`src/rtl/fts_pkg.sv`:
```
// Package: shared bit positions of the toggle status byte.
// Assumes an 8-bit data bus.
package fts_pkg;
    localparam int DATA_W = 8;
    localparam int BIT_OP_TOG  = 6;
    localparam int BIT_TMO     = 5;
    localparam int BIT_SEC_TOG = 2;
endpackage

```
`src/rtl/fts_sector_lookup.sv`:
```
// Module: looks up one sector's bit in a per-sector mask.
// Assumes sector numbers at or above NUM_SECTORS map to no sector.
module fts_sector_lookup #(
    parameter int NUM_SECTORS = 8,
    localparam int SECT_W = (NUM_SECTORS > 1) ? $clog2(NUM_SECTORS) : 1
) (
    input  logic [SECT_W-1:0]      sector,
    input  logic [NUM_SECTORS-1:0] mask,
    output logic                   hit
);
    logic [NUM_SECTORS-1:0] match;

    genvar s;
    generate
        for (s = 0; s < NUM_SECTORS; s++) begin : g_sec
            assign match[s] = mask[s] && (sector == SECT_W'(s));
        end
    endgenerate

    assign hit = |match;
endmodule

```
`src/rtl/fts_prot_window.sv`:
```
// Module: counts down the toggling window started by a program aimed at a
// protected sector. Assumes PROT_WIN_CYCLES >= 1.
module fts_prot_window #(
    parameter int PROT_WIN_CYCLES = 125,
    localparam int PW_W = $clog2(PROT_WIN_CYCLES + 1)
) (
    input  logic clk,
    input  logic rst_n,
    input  logic start,
    input  logic clear,
    output logic active
);
    logic [PW_W-1:0] cnt;

    // Load on start, count down to zero, clear on reset command.
    always_ff @(posedge clk) begin
        if (!rst_n || clear) cnt <= '0;
        else if (start) cnt <= PW_W'(PROT_WIN_CYCLES);
        else if (cnt != '0) cnt <= cnt - 1'b1;
    end

    assign active = (cnt != '0);
endmodule

```
`src/rtl/fts_timeout.sv`:
```
// Module: raises a sticky flag after TIMEOUT_CYCLES consecutive run cycles.
// Assumes the flag is cleared only by reset or the clear input.
module fts_timeout #(
    parameter int TIMEOUT_CYCLES = 1000,
    localparam int TO_W = $clog2(TIMEOUT_CYCLES + 1)
) (
    input  logic clk,
    input  logic rst_n,
    input  logic run,
    input  logic clear,
    output logic flag
);
    logic [TO_W-1:0] cnt;

    // Count consecutive run cycles; restart when the run stops.
    always_ff @(posedge clk) begin
        if (!rst_n || clear || !run) cnt <= '0;
        else if (cnt != TO_W'(TIMEOUT_CYCLES - 1)) cnt <= cnt + 1'b1;
    end

    // Set the flag when the limit is hit; hold it until cleared.
    always_ff @(posedge clk) begin
        if (!rst_n || clear) flag <= 1'b0;
        else if (run && cnt == TO_W'(TIMEOUT_CYCLES - 1)) flag <= 1'b1;
    end
endmodule

```
`src/rtl/fts_toggle_core.sv`:
```
// Module: holds the two toggle bits and the registered read data.
// Assumes the caller decides per read whether status or array data is due.
module fts_toggle_core
    import fts_pkg::*;
(
    input  logic              clk,
    input  logic              rst_n,
    input  logic              rd_stb,
    input  logic              status_rd,
    input  logic              tog_op,
    input  logic              tog_sec,
    input  logic              tmo,
    input  logic [DATA_W-1:0] array_data,
    output logic [DATA_W-1:0] dout
);
    logic op_bit, sec_bit;
    logic op_nxt, sec_nxt;
    logic [DATA_W-1:0] sts;

    // Next toggle values for a status read.
    always_comb begin
        op_nxt  = op_bit ^ tog_op;
        sec_nxt = sec_bit ^ tog_sec;
        sts = '0;
        sts[BIT_OP_TOG]  = op_nxt;
        sts[BIT_TMO]     = tmo;
        sts[BIT_SEC_TOG] = sec_nxt;
    end

    // Update toggle bits and capture output data on each read.
    always_ff @(posedge clk) begin
        if (!rst_n) begin
            op_bit  <= 1'b0;
            sec_bit <= 1'b0;
            dout    <= '0;
        end else if (rd_stb) begin
            if (status_rd) begin
                op_bit  <= op_nxt;
                sec_bit <= sec_nxt;
                dout    <= sts;
            end else begin
                dout <= array_data;
            end
        end
    end
endmodule

```
`src/rtl/flash_toggle_status.sv`:
```
// Module: top of the toggle status generator. It decides per read whether
// status or array data is returned and which toggle bits flip.
// Assumes the operation-state inputs come from a command decoder that raises
// them after the final write strobe of a command sequence.
module flash_toggle_status
    import fts_pkg::*;
#(
    parameter int NUM_SECTORS     = 8,
    parameter int PROT_WIN_CYCLES = 125,
    parameter int TIMEOUT_CYCLES  = 1000,
    localparam int SECT_W = (NUM_SECTORS > 1) ? $clog2(NUM_SECTORS) : 1
) (
    input  logic                   clk,
    input  logic                   rst_n,
    input  logic                   rd_stb,
    input  logic [SECT_W-1:0]      rd_sector,
    input  logic [7:0]             array_data,
    input  logic                   pgm_busy,
    input  logic                   ers_busy,
    input  logic                   ers_susp,
    input  logic                   susp_pgm_busy,
    input  logic                   pgm_start,
    input  logic [SECT_W-1:0]      pgm_sector,
    input  logic [NUM_SECTORS-1:0] ers_sel,
    input  logic [NUM_SECTORS-1:0] prot_mask,
    input  logic                   reset_cmd,
    output logic [7:0]             dout,
    output logic                   busy_o
);
    logic rd_sel_hit, pgm_prot_hit;
    logic prot_win, to_flag, abort;
    logic any_op, ers_present, ers_act, run, tog6, tog2, status_rd;

    fts_sector_lookup #(.NUM_SECTORS(NUM_SECTORS)) u_rd_lookup (
        .sector(rd_sector), .mask(ers_sel), .hit(rd_sel_hit));

    fts_sector_lookup #(.NUM_SECTORS(NUM_SECTORS)) u_pgm_lookup (
        .sector(pgm_sector), .mask(prot_mask), .hit(pgm_prot_hit));

    // Operation summary terms.
    always_comb begin
        any_op      = pgm_busy | ers_busy | ers_susp | susp_pgm_busy;
        ers_present = ers_busy | ers_susp;
        ers_act     = ers_busy & ~ers_susp;
        run         = ~abort & (pgm_busy | ers_act | susp_pgm_busy);
        tog6        = ~abort & (pgm_busy | ers_act | susp_pgm_busy | prot_win | to_flag);
        status_rd   = tog6 | (~abort & ers_susp & rd_sel_hit);
        tog2        = status_rd & ers_present & rd_sel_hit;
        busy_o      = tog6 | (~abort & ers_susp);
    end

    // Abort latch: set by reset command, released once the decoder goes idle.
    always_ff @(posedge clk) begin
        if (!rst_n) abort <= 1'b0;
        else if (reset_cmd) abort <= 1'b1;
        else if (!any_op) abort <= 1'b0;
    end

    fts_prot_window #(.PROT_WIN_CYCLES(PROT_WIN_CYCLES)) u_prot (
        .clk(clk), .rst_n(rst_n), .start(pgm_start & pgm_prot_hit),
        .clear(reset_cmd), .active(prot_win));

    fts_timeout #(.TIMEOUT_CYCLES(TIMEOUT_CYCLES)) u_tmo (
        .clk(clk), .rst_n(rst_n), .run(run), .clear(reset_cmd), .flag(to_flag));

    fts_toggle_core u_core (
        .clk(clk), .rst_n(rst_n), .rd_stb(rd_stb), .status_rd(status_rd),
        .tog_op(tog6), .tog_sec(tog2), .tmo(to_flag),
        .array_data(array_data), .dout(dout));
endmodule

```
`config.mk`:
```
export PLATFORM = sky130hd
export DESIGN_NAME = flash_toggle_status
export DESIGN_NICKNAME = d
export VERILOG_FILES = /design/src/rtl/fts_pkg.sv /design/src/rtl/fts_sector_lookup.sv /design/src/rtl/fts_prot_window.sv /design/src/rtl/fts_timeout.sv /design/src/rtl/fts_toggle_core.sv /design/src/rtl/flash_toggle_status.sv
export SDC_FILE = /design/constraint.sdc
export NUM_CORES = 1
export LEC_CHECK = 0
export ABC_AREA = 1
export BUFFER_PORTS_ARGS = -buffer_cell sky130_fd_sc_hd__buf_4
export CAP_MARGIN = 20
export CORE_ASPECT_RATIO = 0.9
export CORE_MARGIN = 1
export CORE_UTILIZATION = 25
export CTS_CLUSTER_SIZE = 12
export DETAILED_ROUTE_END_ITERATION = 12
export PLACE_DENSITY = 0.53
export SYNTH_ARGS = -nofsm -noshare
export SYNTH_HDL_FRONTEND = slang
export SYNTH_SLANG_ARGS = --single-unit
```
`constraint.sdc`:
```
create_clock -name clk -period 1.5 [get_ports clk]
set_input_delay 0.225 -clock clk [delete_from_list [all_inputs] [get_ports clk]]
set_output_delay 0.225 -clock clk [all_outputs]
set_load 0.005 [all_outputs]
```
== Word level (Yosys, flattened, before mapping) ==
Index checks and enable logic that the tools add are counted.

* Reductions and logical operators: 29
* Equal/unequal tests: 17
* Muxes and demuxes: 5
* Bitwise gates (word level): 22
* Add/sub/neg operators: 2

{| class="wikitable"
|+ Operator list
! cell !! number
|-
| $eq 3x3->1 const B || 8
|-
| $logic_and 1x1->1 || 17
|-
| $reduce_or 8->1 || 2
|-
| $mux 7 || 2
|-
| $eq 3x2->1 const B || 4
|-
| $add 10x1->10 const B || 1
|-
| $eq 10x10->1 const B || 1
|-
| $ne 10x10->1 const B || 1
|-
| $or 1x1->1 || 10
|-
| $and 1x1->1 || 8
|-
| $mux 8 || 1
|-
| $reduce_bool 7->1 || 1
|-
| $sub 7x1->7 const B || 1
|-
| $eq 3x1->1 const B || 2
|-
| $logic_not 3->1 || 2
|-
| $logic_not 1->1 || 2
|-
| $logic_or 1x1->1 || 2
|-
| $mux 1 || 2
|-
| $ne 2x2->1 const B || 1
|-
| $not 1->1 || 2
|-
| $reduce_and 2->1 || 1
|-
| $reduce_bool 2->1 || 1
|-
| $reduce_or 2->1 || 1
|-
| $xor 1x1->1 || 2
|}

* Word-level logic and storage cells: 83
* Bits in registers: 29
* Output and inout port bits: 9

== Longest topological paths before layout ==
Gate-level depths: netlist (run 1).

* Depth in word-level cells: 12
* Gate-level depth with buffers: 12
* Depth with buffers taken out: 12

== By module ==
From an unflattened synthesis (run 1), not the netlist that was laid out.

* Cells, all modules: 271
* Area total of the unflattened synthesis: 1714.1 um2

{| class="wikitable"
|+ By module, submodules not included
! module !! area an instance (um2) !! cells each !! times used
|-
| fts_timeout || 573.0 || 87 || 1
|-
| fts_toggle_core || 416.6 || 61 || 1
|-
| fts_prot_window || 399.1 || 56 || 1
|-
| fts_sector_lookup || 93.8 || 21 || 2
|-
| flash_toggle_status || 137.6 || 25 || 1
|}

== Worst setup path before layout (run 1) ==
OpenSTA, ideal clock, no wires.

* Kind: reg-to-reg
* Start point: register u_prot.cnt[0]
* End point: register u_prot.cnt[5]
* Cell stages (with the launch flop): 10
* Buffers on the path: 0
* Library setup time: 0.115 ns
* Arrival time: 1.318 ns
* Period minus slack after synthesis: 1.433 ns
* Path slack: 0.067 ns
* Path through: dfxtp_1 inv_1 ha_1 nand2_1 nor2_2 inv_1 nand4_1 o21ai_0 nand2_1 o21a_1

* Cells in the longest elaborated chain, start to end: 3
* Elaborated cells on any way between the ends: 5
* Those cells by class: 1 x add/sub; 2 x mux; 2 x reduce/logical

{| class="wikitable"
|+ RTL lines
! element !! RTL line !! source
|-
| from (decl) || fts_prot_window.sv:13 || <nowiki>logic [PW_W-1:0] cnt;</nowiki>
|-
| from (signal assigned) || fts_prot_window.sv:18 || <nowiki>else if (start) cnt <= PW_W'(PROT_WIN_CYCLES);</nowiki>
|-
| from (signal assigned) || fts_prot_window.sv:19 || <nowiki>else if (cnt != '0) cnt <= cnt - 1'b1;</nowiki>
|-
| $sub 7x1->7 || fts_prot_window.sv:19 ||
|-
| $mux 7 || fts_prot_window.sv:19 ||
|-
| $mux 7 || fts_prot_window.sv:18 ||
|}

Parallel ways exist; a longest one is shown, timed or not. The select of a mux whose other input is x is not followed.
A chain may end at the register's enable or synchronous reset.

== Final worst setup path (run 1) ==
* Start point: register u_prot.cnt[0]
* End point: output port busy_o

* Cells in the longest elaborated chain, start to end: 5

{| class="wikitable"
|+ RTL lines
! element !! RTL line !! source
|-
| $reduce_bool 7->1 || fts_prot_window.sv:22 || <nowiki>assign active = (cnt != '0);</nowiki>
|-
| $or 1x1->1 (2 in a row) || flash_toggle_status.sv:46 || <nowiki>tog6 = ~abort & (pgm_busy | ers_act | susp_pgm_busy | prot_win | to_flag);</nowiki>
|-
| $and 1x1->1 || flash_toggle_status.sv:46 ||
|-
| $or 1x1->1 || flash_toggle_status.sv:49 || <nowiki>busy_o = tog6 | (~abort & ers_susp);</nowiki>
|-
| to (decl) || flash_toggle_status.sv:28 || <nowiki>output logic busy_o</nowiki>
|}

No other way between the ends.

==> summary.txt, run 1 <==
Clocking
  • Root buf cell: clkbuf_8
  • H-tree depth: 2
  • Clk Latency, worst-skew pair: around 280 ps
  • Maximum root-to-sink buffer count: 2
  • Clock transition at the registers of the reported paths: roughly 70 ps
  • Clk sinks: 29
  • CTS tree: done
  • Post-cts hold buffer count: 0
  • TritonCTS Buffers: 5

Status
  • Violated checks: setup timing
  • Status: finished with violations

Global route
  • First-pass GRT wire length: 6490 µm
  • Total grt overflow: 0
  • Overall Global Routing Usage: 0.124
  • Largest net degree at the start of global routing: 11
  • Vias in the first global route: approximately 1500
  • Antenna violations before repair: 0

Yosys
  • Number of synthesized register bits: 29
  • YS warnings: 0
  • Syn Inst Count: ~220
  • Synth Area in Compound Gates: 0.147
  • Syn nets: around 270
  • Syn_area_per_cell: 7.04 µm²
  • Synth cell types: 32
  • Post-synthesis mux area share: 0
  • Post-Synth Simple-Gate Area: 0.343
  • Async SR Flop Fraction: 0
  • Largest family of logic cells by synthesized area: simple AND/OR/NAND/NOR gates
  • Mapped cell area: about 1600 µm²
  • Primary FF master, synth: dfxtp_1
  • Adder-cell area share of the yosys netlist: 0.0238
  • Post-Synth XOR/XNOR Area: 0.0222
  • Seq/Total Area, Yosys: 0.368
  • EDFF count, synth: 0

Floorplanning
  • Die height: a little under 80 µm
  • Starting Density: 0.258
  • Core footprint: ~6100 µm²
  • Num ports: 48
  • Chip width: ~86 µm
  • Die area: approximately 6600 µm²
  • Row count: 27

STA
  • Slew @ Worst Pin: 289 ps
  • Peak Freq: 632 MHz
  • Endpoints failing setup: 1
  • Final Cycle Share: 1.05
  • Slack of the critical path: -81.2 ps
  • Final hold vios: 0
  • Slew HR: 0.807
  • RSZ-0062 raised after global routing: true
  • Minimum clock period: roughly 1600 ps
  • Hold_ws: 161 ps
  • Final Max Tran Viols: 0
  • Final Skew: 3.91 ps

Setup path
  • WP data required: between 1000 and 1500 ps
  • CP Class: reg2out
  • Setup crit end kind: output port
  • Critical path fanouts, max: 2
  • Critical Path Start Type: flip-flop
  • CP arrival: between 1000 and 1500 ps

Routing
  • First DRT Iteration DRCs: 37
  • Routed vias: between 1500 and 2000
  • Drt pass-1 iters: 4
  • Drt drc: 0
  • Final wirelength: 3800 µm
  • Average wire per standard cell: about 9.8 µm
  • Post-route ant nets: 0
  • Via density: between 4 and 5

Place
  • Gp weighted congestion: 0.750
  • Post-Place Setup Slack: between 1 and 1.5 ps
  • Port bufs: 47
  • HPWL after DPL: 2860 µm

Final layout
  • Diodes inserted: 0
  • Final Net Count: around 340
  • Synth-to-layout area growth: 53.5%
  • Share of layout cells above drive strength 1: 0.383

Pwr
  • Leak pwr: roughly 1.1 nW
  • PwrDens: 992 nW/µm²
  • Max VDD drop: around 0.43 mV

Hold path
  • Hold Crit Class: in2reg

Run
  • Max-cap violations: 0
-- cell type report --
type	instances	area, µm²
repair buffers	69	518
inverters	39	146
fillers	624	3690
clock inverters	3	65.1
flip-flops and latches	29	584
well taps	87	109
multi-input cells	155	928
clock buffers	5	68.8
-- report_power, final --
group          leakage, nW  internal [W]  switching (W)
combinational        0.786      0.000301       0.000285
clock               0.0681      0.000660       0.000308
sequential           0.238      0.000815      0.0000320
-- through the flow --
stage | total power, W | area, µm² | cells | TNS [ps] | util
2_1_floorplan | 0.00114 | 1580 | 224 | 0 | -
3_3_place_gp | 0.00134 | 2120 | 368 | 0 | 0.346
3_5_place_dp | 0.00135 | 2120 | 368 | 0 | 0.346
4_1_cts | 0.00238 | 2320 | 381 | -123 | 0.379
5_1_grt | 0.00254 | 2420 | 387 | -1100 | 0.396
6_report | 0.00240 | 2420 | 387 | -81.2 | 0.396
-- cell usage after synthesis (2+ instances only) --
| cell type | instances | area share |
|---|---|---|
| nand2_1 | 53 | 0.13 |
| inv_1 | 34 | 0.081 |
| dfxtp_1 | 29 | 0.37 |
| a21oi_1 | 22 | 0.070 |
| nor2_1 | 12 | 0.029 |
| nand3_1 | 11 | 0.035 |
| nand4_1 | 7 | 0.028 |
| o21ai_0 | 6 | 0.019 |
| o211ai_1 | 5 | 0.024 |
| inv_2 | 4 | 0.0095 |
| nand3b_1 | 4 | 0.019 |
| ha_1 | 3 | 0.024 |
| nand3_2 | 3 | 0.019 |
| nor3_1 | 3 | 0.0095 |
| xor2_1 | 3 | 0.017 |
| a211oi_1 | 2 | 0.0095 |
| a31oi_1 | 2 | 0.0079 |
| and2_1 | 2 | 0.0079 |
| nand2_4 | 2 | 0.014 |
| nor2_2 | 2 | 0.0079 |
| nor2_4 | 2 | 0.014 |
| o21a_1 | 2 | 0.0095 |
| or2_0 | 2 | 0.0079 |
-- routing by layer --
| layer | global-route usage | vias up | share of wire |
|---|---|---|---|
| li1 | - | 884 | - |
| met1 | 0.145 | 718 | 0.46 |
| met2 | 0.212 | 36 | 0.47 |
| met3 | 0.0383 | 5 | 0.051 |
| met4 | 0.0450 | 0 | 0.015 |
| met5 | 0 | - | 0 |
-- registers in the layout (all words and copies together), names as in the netlist --
register and cells:
abort 1, u_core.sec_bit 1, u_core.dout 8, u_tmo.cnt 10, u_core.op_bit 1, u_tmo.flag 1
u_prot.cnt 7
-- final timing paths --
kind | cells after the start | slack, ps | from | endpoint
max reg2reg | 12 | 0 | u_prot.cnt[0] | u_core.dout[5]
min reg2reg | 2 | 460 | u_tmo.cnt[9] | u_tmo.cnt[9]
min | 3 | 160 | rst_n | u_core.dout[2]
max | 8 | -80 | u_prot.cnt[0] | busy_o
-- cells by family after synthesis --
group                    Yosys count
AND/OR/NAND/NOR                  107
adder cells (fa/ha/maj)            3
flip-flops                        29
XOR/XNOR                           4
buffers and inverters             40
AO/OA/AOI/OAI                     41
-- layout by cell type (no fill, tap or decap), drive strengths merged, types with 2 or more instances in the layout --
cell / synthesis / routed
buf: 1 / 69
nand2: 56 / 56
inv: 38 / 38
dfxtp: 29 / 29
a21oi: 22 / 22
nor2: 16 / 16
nand3: 15 / 15
nand4: 7 / 7
o21ai: 7 / 7
o211ai: 5 / 5
clkbuf: 0 / 5
nand3b: 4 / 4
nor3: 4 / 4
xor2: 3 / 3
or2: 3 / 3
ha: 3 / 3
and2: 2 / 2
a31oi: 2 / 2
o21a: 2 / 2
bufinv: 0 / 2
a211oi: 2 / 2
clkinv: 1 / 2
-- critical path, stage by stage, from the launching register on --
cell	delay, ps
dfxtp_2	330
inv_2	80
ha_4	150
nand2_4	50
nor2_4	100
nand3_2	100
nand2_4	90
o21ai_2	50
buf_4	130
-- what timing repair did --
action / 4_1_cts / 5_1_grt
resized for setup: 11 / 17
buffers inserted: 5 / 6
cloned: 0 / 0
pin swaps: 3 / 6
endpoints found under the setup margin: 2 / 20
No activity file was read; power rests on OpenSTA's default activity.
==> run 2, diff against run 1 <==
--- a/config.mk
+++ b/config.mk
@@ -9,11 +9,12 @@
 export BUFFER_PORTS_ARGS = -buffer_cell sky130_fd_sc_hd__buf_4
 export CAP_MARGIN = 20
 export CORE_ASPECT_RATIO = 0.9
-export CORE_MARGIN = 1
+export CORE_MARGIN = 2
 export CORE_UTILIZATION = 25
 export CTS_CLUSTER_SIZE = 12
 export DETAILED_ROUTE_END_ITERATION = 12
-export PLACE_DENSITY = 0.53
+export PLACE_DENSITY = 0.5
 export SYNTH_ARGS = -nofsm -noshare
 export SYNTH_HDL_FRONTEND = slang
+export SYNTH_HIERARCHICAL = 1
 export SYNTH_SLANG_ARGS = --single-unit
==> run 2 against run 1 <==
The flow still finishes with violations (setup timing). Critical path type unchanged. Register-to-register slack got worse by 90 ps. Flip-flop and latch count did not move. Power shrank 11%. Synthesized cell count grew 21%. Critical endpoint unchanged. Cell area decreased by 1.1%. Highest routed layer unchanged. Via count is 9.1% higher. Die area grew 14%. Global-route usage shrank 1.1 points.
==> summary.txt, run 2 <==
Routing
  • First DRT Iteration DRCs: 61 (was 37)
  • Via density: 4.24 (was 4.25)
  • Average wire per standard cell: 9.81 µm (was 9.82 µm)
  • Final wirelength: 4150 µm (was 3800 µm)
  • Post-route ant nets: 0 (unchanged)
  • Drt pass-1 iters: 4 (unchanged)
  • Routed vias: 1792 (was 1643)
  • Drt drc: 0 (unchanged)

Yosys
  • EDFF count, synth: 0 (unchanged)
  • YS warnings: 6 (was 0)
  • Async SR Flop Fraction: 0 (unchanged)
  • Syn nets: 312 (was 266)
  • Most common cell in the netlist: nand2_1 (unchanged)
  • Most frequent cells after synthesis: nand2_1, inv_1, dfxtp_1, nor2_1, nand3_1 (was nand2_1, inv_1, dfxtp_1, a21oi_1, nor2_1)
  • Top-area cell type share of the netlist area: 0.339 (was 0.368)
  • Primary FF master, synth: dfxtp_1 (unchanged)
  • Syn Inst Count: 271 (was 224)
  • Syn_area_per_cell: 6.33 µm² (was 7.04 µm²)
  • Seq/Total Area, Yosys: 0.339 (was 0.368)
  • Synth cell types: 22 (was 32)
  • Yosys top cell by area: dfxtp_1 (unchanged)
  • Number of synthesized register bits: 29 (unchanged)
  • Top cells by area, synth: dfxtp_1, nand2_1, inv_1 (unchanged)
  • Mapped cell area: 1710 µm² (was 1580 µm²)

Final layout
  • Register with the most flip-flops: u_tmo/cnt (was u_tmo.cnt)
  • Fin cells: 423 (was 387)
  • Final Util: 0.361 (was 0.396)
  • Share of layout cells above drive strength 1: 0.318 (was 0.383)
  • Design area: 2390 µm² (was 2420 µm²)
  • Final Net Count: 373 (was 341)
  • FILL cells: 716 (was 624)
  • Most frequent cells in the layout: nand2_1, buf_4, inv_1, nor2_1, dfxtp_1 (was buf_4, nand2_1, inv_1, dfxtp_1, a21oi_1)
  • Diodes inserted: 0 (unchanged)
  • Largest registers: u_tmo/cnt (10), u_core/dout (8), u_prot/cnt (7) (was u_tmo.cnt (10), u_core.dout (8), u_prot.cnt (7))
  • Max reg flops: 10 (unchanged)
  • Synth-to-layout area growth: 39.6% (was 53.5%)
  • Most common library cell in the layout ignoring fill and taps: nand2_1 (was buf_4)

Setup path
  • Cell mode on critical path: inv_2 (was nand2_4)
  • Max stage delay on crit path: 320 ps (was 330 ps)
  • Crit Reg-Reg Startpoint: u_prot/cnt[0] (was u_prot.cnt[0])
  • Reg2reg end: u_core/sec_bit (was u_core.dout[5])
  • Critical Path Start Type: flip-flop (unchanged)
  • R2r worst-path depth: 14 (was 12)
  • CP Class: reg2out (unchanged)
  • Critical path fanouts, max: 3 (was 2)
  • WP data required: 1270 ps (about the same)
  • CP arrival: 1420 ps (was 1360 ps)
  • Worst R2R Setup Slack: -90 ps (was 0 ps)
  • CP delay by family, top: simple AND/OR/NAND/NOR gates (unchanged)
  • Cells along the critical path: inv_2 > ha_4 > inv_4 > nor2_4 > nand3_4 > nor2_2 > nand3_1 > nand2_2 > inv_2 > buf_6 (was inv_2 > ha_4 > nand2_4 > nor2_4 > nand3_2 > nand2_4 > o21ai_2 > buf_4)
  • Setup crit end kind: output port (unchanged)
  • Stages on the worst setup path: 10 (was 8)
  • Critical path's slowest cell: dfxtp_2 (unchanged)
  • Worst Path Buf+Inv: 4 (was 2)

Clocking
  • Post-cts hold buffer count: 0 (unchanged)
  • TritonCTS Buffers: 5 (unchanged)
  • Maximum root-to-sink buffer count: 2 (unchanged)
  • H-tree depth: 2 (unchanged)
  • CTS tree: done (unchanged)
  • Clk sinks: 29 (unchanged)
  • Root buf cell: clkbuf_8 (unchanged)
  • Clk Latency, worst-skew pair: 280 ps (about the same)
  • Clock transition at the registers of the reported paths: 70 ps (about the same)

Global route
  • First-pass GRT wire length: 6860 µm (was 6490 µm)
  • Overall Global Routing Usage: 0.113 (was 0.124)
  • Antenna violations before repair: 0 (unchanged)
  • Vias in the first global route: 1619 (was 1521)
  • Largest net degree at the start of global routing: 11 (unchanged)
  • Total grt overflow: 0 (unchanged)

Hold path
  • Hold Crit Class: in2reg (unchanged)
  • WHS Path Cells: 3 (unchanged)
  • Hold EP: u_core/dout[5] (was u_core.dout[2])
  • HP Start: rst_n (unchanged)

Place
  • DP Cell Count: 411 (was 368)
  • Gp weighted congestion: 0.772 (was 0.750)
  • HPWL after DPL: 3160 µm (was 2860 µm)
  • Placed Area: 2220 µm² (was 2120 µm²)
  • Port bufs: 47 (unchanged)
  • Post-Place Setup Slack: -7.59 ps (was 1.20 ps)

STA
  • Final hold vios: 0 (unchanged)
  • Final Cycle Share: 1.09 (was 1.05)
  • Minimum clock period: 1640 ps (was 1580 ps)
  • Peak Freq: 610 MHz (was 632 MHz)
  • Slew @ Worst Pin: 364 ps (was 289 ps)
  • Slew HR: 0.755 (was 0.807)
  • Endpoints failing setup: 4 (was 1)
  • Final Skew: 6.39 ps (was 3.91 ps)
  • Final Max Tran Viols: 0 (unchanged)
  • RSZ-0062 raised after global routing: true (unchanged)
  • Hold_ws: 187 ps (was 161 ps)
  • Slack of the critical path: -140 ps (was -81.2 ps)

Floorplanning
  • Chip width: 91.3 µm (was 85.7 µm)
  • Row count: 28 (was 27)
  • Die height: 82.6 µm (was 77.3 µm)
  • Core footprint: 6620 µm² (was 6110 µm²)
  • Die area: 7540 µm² (was 6630 µm²)
  • Num ports: 48 (unchanged)
  • Starting Density: 0.259 (was 0.258)

Status
  • Status: finished with violations (unchanged)
  • Violated checks: setup timing (unchanged)

Pwr
  • Leak pwr: 1.16 nW (was 1.09 nW)
  • PwrDens: 890 nW/µm² (was 992 nW/µm²)
  • Max VDD drop: 0.389 mV (was 0.426 mV)

Run
  • Max-cap violations: 0 (unchanged)
run 2: cell types whose count changed after synthesis, sizes merged, moves of 3 or more:
cell and delta:
nand2 +22, nand4 +6, a21oi -4, or2 -3, nor2 +23, nand3b -4, nand3 +11, o211ai -5
nor3 -4, inv +15
run 2: area by class of cell:
class | count | area (µm²) | share of cell area
Tap cell | 90 | 113 | 0.0471
Clock buffer | 5 | 68.8 | 0.0288
Clock inverter | 3 | 17.5 | 0.00732
Timing Repair Buffer | 54 | 413 | 0.173
Multi-Input combinational cell | 187 | 988 | 0.413
Inverter | 55 | 209 | 0.0873
Sequential cell | 29 | 583 | 0.244
run 2: worst register-to-register path: cells and delay by family (launching register included):
family / cells / cell delay [ps]
simple gates: 8 / 640
flops: 1 / 320
buf+inv: 4 / 310
fa+ha+maj: 1 / 140
compound gates: 1 / 120
run 2: report_power, final:
part / leakage [nW] / switching, W / internal (W)
Sequential: 0.237 / 0.0000399 / 0.000820
Combinational: 0.877 / 0.000342 / 0.000298
Clock: 0.0439 / 0.000309 / 0.000319
Total: 1.16 / 0.000691 / 0.00144
run 2: per-layer routing:
layer | up-vias | GRT usage | part of all wire
met3 | 5 | 0.0354 | 0.059
met1 | 781 | 0.140 | 0.49
met5 | - | 0 | 0
li1 | 963 | - | -
met4 | 0 | 0.0318 | 0.0082
met2 | 43 | 0.190 | 0.44
run 2: through the flow:
| stage | power (W) | setup TNS (ps) |
|---|---|---|
| floorplan | 0.00124 | 0 |
| global placement | 0.00146 | 0 |
| detailed placement | 0.00146 | -7.59 |
| CTS | 0.00214 | -323 |
| global route | 0.00228 | -1590 |
| finish | 0.00213 | -328 |
run 2: repair_timing:
action,4_1_cts,5_1_grt
pin swaps,5,6
buffers inserted,3,2
endpoints found under the setup margin,2,11
resized for setup,8,13
run 2: how the worst max path moves through the flow:
stage,from,to
after floorplan,u_prot/cnt[0],u_core/dout[5]
after global placement,u_prot/cnt[1],u_core/dout[5]
after detailed placement,u_prot/cnt[1],u_core/dout[5]
after CTS,u_prot/cnt[1],busy_o
after global routing,u_prot/cnt[0],busy_o
final,u_prot/cnt[0],busy_o
run 2: cells by family after synthesis:
logic type,count (synthesis),synth area share
adder cells (fa/ha/maj),2,0.0146
XOR/XNOR,2,0.0102
flip-flops,29,0.339
AO/OA/AOI/OAI,27,0.0869
buffers and inverters,55,0.120
AND/OR/NAND/NOR,156,0.429
